## config.mk

```make
export PLATFORM = sky130hd
export DESIGN_NAME = sfe_policy_ctrl
export DESIGN_NICKNAME = d
export VERILOG_FILES = /design/src/rtl/sfe_pkg.sv /design/src/rtl/sfe_rx_guard.sv /design/src/rtl/sfe_tx_guard.sv /design/src/rtl/sfe_rd_extend.sv /design/src/rtl/sfe_policy_ctrl.sv
export SDC_FILE = /design/constraint.sdc
export NUM_CORES = 1
export LEC_CHECK = 0
export ABC_AREA = 0
export ABC_CLOCK_PERIOD_IN_PS = 13300
export BUFFER_PORTS_ARGS = -buffer_cell sky130_fd_sc_hd__buf_4
export CAP_MARGIN = 20
export CORE_ASPECT_RATIO = 0.5
export CORE_UTILIZATION = 47
export DETAILED_ROUTE_END_ITERATION = 8
export PLACE_DENSITY = 0.88
export SLEW_MARGIN = 20
export SYNTH_ARGS = -nofsm -noshare
export SYNTH_HDL_FRONTEND = slang
export SYNTH_SLANG_ARGS = --single-unit
```

## constraint.sdc

```tcl
create_clock -name clk -period 13.3 [get_ports clk]
set_input_delay 3.99 -clock clk [delete_from_list [all_inputs] [get_ports clk]]
set_output_delay 3.99 -clock clk [all_outputs]
set_load 0.03 [all_outputs]
```

## src/rtl/sfe_pkg.sv

```systemverilog
package sfe_pkg;
  typedef struct packed {
    logic ign_ovf;
    logic ign_udr;
    logic udr_src;
    logic sext;
  } policy_t;
endpackage

```

## src/rtl/sfe_rx_guard.sv

```systemverilog
module sfe_rx_guard #(
  parameter int DATA_W = 32
) (
  input  logic              clk,
  input  logic              rst_n,
  input  logic              active,
  input  logic              shift_done,
  input  logic              rx_full,
  input  logic              ign_ovf,
  input  logic              clr,
  input  logic [DATA_W-1:0] rx_word,
  output logic              rx_push,
  output logic              ovf_evt,
  output logic              ovf_fatal,
  output logic              ovf_flag,
  output logic [DATA_W-1:0] last_rx
);
  logic done_act;
  assign done_act  = shift_done & active;
  assign ovf_evt   = done_act & rx_full;
  assign ovf_fatal = ovf_evt & ~ign_ovf;
  assign rx_push   = done_act & ~rx_full;

  always_ff @(posedge clk or negedge rst_n) begin
    if (!rst_n) begin
      ovf_flag <= 1'b0;
      last_rx  <= '0;
    end else begin
      if (ovf_evt)  ovf_flag <= 1'b1;
      else if (clr) ovf_flag <= 1'b0;
      if (done_act) last_rx <= rx_word;
    end
  end

  AST_NO_PUSH_WHEN_FULL: assert property (@(posedge clk) disable iff (!rst_n)
    rx_push |-> !rx_full);
  AST_OVF_FLAG_STICKY: assert property (@(posedge clk) disable iff (!rst_n)
    (ovf_flag && !clr) |=> ovf_flag);
  AST_OVF_SETS_FLAG: assert property (@(posedge clk) disable iff (!rst_n)
    ovf_evt |=> ovf_flag);
endmodule

```

## src/rtl/sfe_tx_guard.sv

```systemverilog
module sfe_tx_guard #(
  parameter int DATA_W = 32
) (
  input  logic              clk,
  input  logic              rst_n,
  input  logic              active,
  input  logic              shift_done,
  input  logic              tx_empty,
  input  logic              ign_udr,
  input  logic              udr_src,
  input  logic              clr,
  input  logic [DATA_W-1:0] udr_data,
  input  logic [DATA_W-1:0] last_rx,
  input  logic [DATA_W-1:0] tx_fifo_word,
  output logic              tx_pop,
  output logic              udr_evt,
  output logic              udr_fatal,
  output logic              udr_flag,
  output logic [DATA_W-1:0] tx_word
);
  logic              use_reg;
  logic [DATA_W-1:0] fill_word;

  assign use_reg   = udr_src & ign_udr;
  assign fill_word = use_reg ? udr_data : last_rx;
  assign tx_word   = tx_empty ? fill_word : tx_fifo_word;
  assign udr_evt   = shift_done & active & tx_empty;
  assign udr_fatal = udr_evt & ~ign_udr;
  assign tx_pop    = shift_done & active & ~tx_empty;

  always_ff @(posedge clk or negedge rst_n) begin
    if (!rst_n)       udr_flag <= 1'b0;
    else if (udr_evt) udr_flag <= 1'b1;
    else if (clr)     udr_flag <= 1'b0;
  end

  AST_NO_POP_WHEN_EMPTY: assert property (@(posedge clk) disable iff (!rst_n)
    tx_pop |-> !tx_empty);
  AST_UDR_FLAG_STICKY: assert property (@(posedge clk) disable iff (!rst_n)
    (udr_flag && !clr) |=> udr_flag);
endmodule

```

## src/rtl/sfe_rd_extend.sv

```systemverilog
module sfe_rd_extend #(
  parameter int DATA_W = 32,
  parameter int LEN_W  = $clog2(DATA_W) + 1
) (
  input  logic [DATA_W-1:0] raw,
  input  logic [LEN_W-1:0]  len,
  input  logic              sext,
  output logic [DATA_W-1:0] dout
);
  function automatic logic [DATA_W-1:0] extend_word(
    input logic [DATA_W-1:0] w, input logic [LEN_W-1:0] l, input logic s);
    int   n;
    logic sb;
    logic [DATA_W-1:0] r;
    n  = (l == '0 || int'(l) > DATA_W) ? DATA_W : int'(l);
    sb = s & w[n-1];
    for (int i = 0; i < DATA_W; i++)
      r[i] = (i < n) ? w[i] : sb;
    return r;
  endfunction

  assign dout = extend_word(raw, len, sext);

  always_comb begin
    if (!sext && len == LEN_W'(1))
      AST_ZERO_FILL_LEN1: assert (dout[DATA_W-1:1] == '0);
  end
endmodule

```

## src/rtl/sfe_policy_ctrl.sv

```systemverilog
module sfe_policy_ctrl #(
  parameter int DATA_W = 32,
  parameter int LEN_W  = $clog2(DATA_W) + 1
) (
  input  logic              clk,
  input  logic              rst_n,
  input  logic              enable,
  input  logic              pol_ign_ovf,
  input  logic              pol_ign_udr,
  input  logic              pol_udr_src,
  input  logic              pol_sext,
  input  logic [LEN_W-1:0]  word_len,
  input  logic              shift_done,
  input  logic [DATA_W-1:0] rx_word,
  input  logic              rx_full,
  input  logic              tx_empty,
  input  logic [DATA_W-1:0] tx_fifo_word,
  input  logic [DATA_W-1:0] udr_data,
  input  logic [DATA_W-1:0] rx_fifo_rdata,
  input  logic              clr_ovf,
  input  logic              clr_udr,
  output logic              halt,
  output logic              ovf_flag,
  output logic              udr_flag,
  output logic              rx_push,
  output logic              tx_pop,
  output logic [DATA_W-1:0] tx_word,
  output logic [DATA_W-1:0] rd_data
);
  import sfe_pkg::*;

  policy_t           pol;
  logic              active;
  logic              ovf_evt, ovf_fatal, udr_evt, udr_fatal;
  logic [DATA_W-1:0] last_rx;

  assign pol    = '{ign_ovf: pol_ign_ovf, ign_udr: pol_ign_udr,
                    udr_src: pol_udr_src, sext: pol_sext};
  assign active = enable & ~halt;

  sfe_rx_guard #(.DATA_W(DATA_W)) u_rx (
    .clk(clk), .rst_n(rst_n), .active(active), .shift_done(shift_done),
    .rx_full(rx_full), .ign_ovf(pol.ign_ovf), .clr(clr_ovf), .rx_word(rx_word),
    .rx_push(rx_push), .ovf_evt(ovf_evt), .ovf_fatal(ovf_fatal),
    .ovf_flag(ovf_flag), .last_rx(last_rx));

  sfe_tx_guard #(.DATA_W(DATA_W)) u_tx (
    .clk(clk), .rst_n(rst_n), .active(active), .shift_done(shift_done),
    .tx_empty(tx_empty), .ign_udr(pol.ign_udr), .udr_src(pol.udr_src),
    .clr(clr_udr), .udr_data(udr_data), .last_rx(last_rx),
    .tx_fifo_word(tx_fifo_word), .tx_pop(tx_pop), .udr_evt(udr_evt),
    .udr_fatal(udr_fatal), .udr_flag(udr_flag), .tx_word(tx_word));

  sfe_rd_extend #(.DATA_W(DATA_W), .LEN_W(LEN_W)) u_rd (
    .raw(rx_fifo_rdata), .len(word_len), .sext(pol.sext), .dout(rd_data));

  always_ff @(posedge clk or negedge rst_n) begin
    if (!rst_n)                      halt <= 1'b0;
    else if (!enable)                halt <= 1'b0;
    else if (ovf_fatal || udr_fatal) halt <= 1'b1;
  end

  AST_FATAL_OVF_HALTS: assert property (@(posedge clk) disable iff (!rst_n)
    (ovf_evt && !pol_ign_ovf && enable) |=> halt);
  AST_TOLERATED_OVF_RUNS: assert property (@(posedge clk) disable iff (!rst_n)
    (!halt && enable && pol_ign_ovf && !udr_fatal) |=> !halt);
  AST_FATAL_UDR_HALTS: assert property (@(posedge clk) disable iff (!rst_n)
    (udr_evt && !pol_ign_udr && enable) |=> halt);
  AST_HALT_HOLDS: assert property (@(posedge clk) disable iff (!rst_n)
    (halt && enable) |=> halt);
  AST_HALT_RELEASE: assert property (@(posedge clk) disable iff (!rst_n)
    !enable |=> !halt);
  AST_HALTED_QUIET: assert property (@(posedge clk) disable iff (!rst_n)
    halt |-> (!rx_push && !tx_pop));
endmodule

```

==> results.json <==
{
  "root_buffer": "clkbuf_16",
  "fin_crit_ns": 11.43,
  "grt_use_met2": 0.528,
  "antenna_found_initial": 0,
  "hold_path_class": "reg -> reg",
  "final-hold-violation-count": 0,
  "power_density_nw_per_um2": 92.2,
  "cts_resized": 0,
  "rsz0062_at_grt": "no",
  "dieArea_um2": 7440,
  "wl_um": 10600,
  "setup_viol": 0,
  "irDropWorstVdd_mv": 0.0796,
  "synthArstFlopShare": 1.00,
  "cts_buffers": 5,
  "fin_worst_skew_ns": 0.00385,
  "hold_buffers": 0,
  "routed_via_density": 5.52,
  "hp-start": "u_rx.last_rx[26]",
  "clk_latency_ns": 0.27,
  "first_pass_iters": 4,
  "cts_setup_buffers": 0,
  "final_cell_mix": "buf_4 (215), nand2_1 (47), a21oi_1 (43)",
  "slew_violations": 0,
  "r2r_slack_ns": 11.81,
  "reg2reg_depth": 3,
  "diodes": 0,
  "numClockSinks": 35,
  "synth_warnings": 0,
  "hold_end": "u_rx.last_rx[26]",
  "timing.final.ws_setup_ns": 1.87,
  "cts_max_level": 2,
  "grt_use_met1": 0.299,
  "top_usage_layer": "met2",
  "reg2reg_from": "halt",
  "wl_per_cell_um": 15.4,
  "postSynthCellCount": 404,
  "min_path_cells": 1,
  "gr-usage-met3": 0.0583,
  "grt_max_degree": 67,
  "cp.arrival_ns": 7.44,
  "grt.total_usage": 0.269,
  "num_vias": 3777,
  "final_common_cell": "buf_4",
  "ys_ff_latch": 35,
  "crit_fanout": 32,
  "path_class": "in -> out",
  "power_uw": 463,
  "layout-drive-gt1-share": 0.453,
  "drc": 0,
  "synth_edf_count": 0,
  "grt_pass1_wl_um": 15600,
  "cts_tree": "yes",
  "ioPinCount": 215,
  "layout.nets": 742,
  "fmax_ghz": 0.0875,
  "synth_seq_area_share": 0.263,
  "ys.flop_type": "dfrtp_1",
  "cap_violations": 0,
  "core.rowCount": 21,
  "netlist_area_um2": 3330,
  "die_h_um": 61.5,
  "drt_iter0_markers": 336,
  "start_util": 0.493,
  "endpoint_kind": "output pin",
  "tns_ns": 0,
  "min_period_over_period": 0.859,
  "worstReg2RegEnd": "u_rx.last_rx[29]",
  "detailed_place.area_um2": 4880,
  "dp_hpwl_um": 8190,
  "place_congestion": 0.931,
  "post-route-cell-area_um2": 5020,
  "ant_nets": 0,
  "grt_pass1_vias": 3378,
  "p_leak_uw": 0.00252,
  "worstMarginPinSlew_ns": 1.11,
  "yosysUniqueCellTypes": 47,
  "cts_buffer_depth": 2,
  "status": "finished, final reports clean",
  "post-route-util": 0.743,
  "grt_overflow": 0,
  "portBuffers": 214,
  "startpoint_type": "primary input",
  "post-place-ws_ns": 1.81,
  "chipWidth_um": 121,
  "area_growth_pct": 50.8,
  "synth_fp_nets": 555,
  "core_area_um2": 6750,
  "cp.required_ns": 9.31,
  "synth.avg_cell_area_um2": 8.24,
  "slew_headroom": 0.259,
  "path_clk_slew_ns": 0.05
}
-- registers in the layout, summed over array words and instances, names as in the netlist --
name and cells:
halt 1, u_rx.last_rx 32, u_rx.ovf_flag 1, u_tx.udr_flag 1
-- worst max path at each step --
stage,start,to,depth (start not counted),slack (ns)
global placement,word_len[0],rd_data[6],11,1.89
global route,word_len[0],rd_data[6],11,1.61
finish,word_len[0],rd_data[6],11,1.87
CTS,word_len[0],rd_data[6],11,1.80
detailed placement,word_len[0],rd_data[6],11,1.81
floorplan,word_len[5],rd_data[6],12,1.98
-- stage by stage --
step | cells | hold WS (ns)
floorplan | 404 | 0.479
global placement | 676 | 0.487
detailed placement | 676 | 0.495
CTS | 684 | 0.507
global route | 684 | 0.528
finish | 684 | 0.505
-- cells by family (layout without fill, tap and decap cells) --
family,count (synthesis),after routing,synth area share
adders and majority gates,5,5,0.0188
AOI/OAI and AO/OA,111,111,0.217
xor gates and xnor gates,2,2,0.00526
muxes,71,71,0.238
DFF,35,35,0.263
buffers and inverters,49,237,0.0711
and+or+nand+nor,131,131,0.187
-- report_power, final --
group	internal, uW	switching [uW]
logic	99.4	119
registers	125	10.1
clock network	68.9	40.3
total	294	169
-- cell type report --
| type | count | area, um^2 |
|---|---|---|
| Clock buffer | 6 | 129 |
| Clock inverter | 2 | 12.5 |
| Fill cell | 540 | 1740 |
| Inverter | 14 | 52.6 |
| Multi-Input combinational cell | 320 | 2220 |
| Sequential cell | 35 | 876 |
| Tap cell | 92 | 115 |
| Timing Repair Buffer | 215 | 1610 |
-- metal layers --
| metal | routed length (um) | vias to the layer above |
|---|---|---|
| met2 | 5590 | 133 |
| met1 | 4130 | 1772 |
| met4 | 220 | 0 |
| met5 | 0 | - |
| li1 | - | 1847 |
| met3 | 624 | 25 |
-- cell usage after synthesis, types with 2 or more instances --
| master | n | area share |
|---|---|---|
| mux2_2 | 32 | 0.11 |
| nor2b_1 | 6 | 0.011 |
| mux4_2 | 2 | 0.014 |
| o21ai_0 | 17 | 0.026 |
| or4_1 | 2 | 0.0045 |
| nand3_1 | 4 | 0.0060 |
| nor3_1 | 7 | 0.011 |
| dfrtp_1 | 35 | 0.26 |
| a31oi_1 | 2 | 0.0038 |
| o31ai_1 | 24 | 0.054 |
| o32a_1 | 2 | 0.0060 |
| ha_1 | 5 | 0.019 |
| and2_1 | 3 | 0.0056 |
| nor4_1 | 7 | 0.013 |
| clkbuf_1 | 17 | 0.019 |
| o31ai_2 | 7 | 0.026 |
| inv_1 | 14 | 0.016 |
| nor2_1 | 41 | 0.046 |
| buf_2 | 3 | 0.0045 |
| mux2i_1 | 36 | 0.11 |
| a211oi_1 | 2 | 0.0045 |
| o22ai_1 | 5 | 0.0094 |
| buf_1 | 8 | 0.0090 |
| nand2_1 | 48 | 0.054 |
| a21oi_1 | 43 | 0.065 |
| nand2b_1 | 5 | 0.0094 |
| buf_6 | 6 | 0.020 |
| nor4b_1 | 2 | 0.0053 |
-- critical path: stages --
cell and delay (ns):
buf_4 0.15, inv_1 0.07, nor2_1 0.35, ha_1 0.57, nand2b_1 0.27, nor4_1 0.18, nor4_1 0.09, o21bai_1 0.13
or4b_2 0.96, o41ai_1 0.46, buf_4 0.22
(Power assumes the default switching activity.)
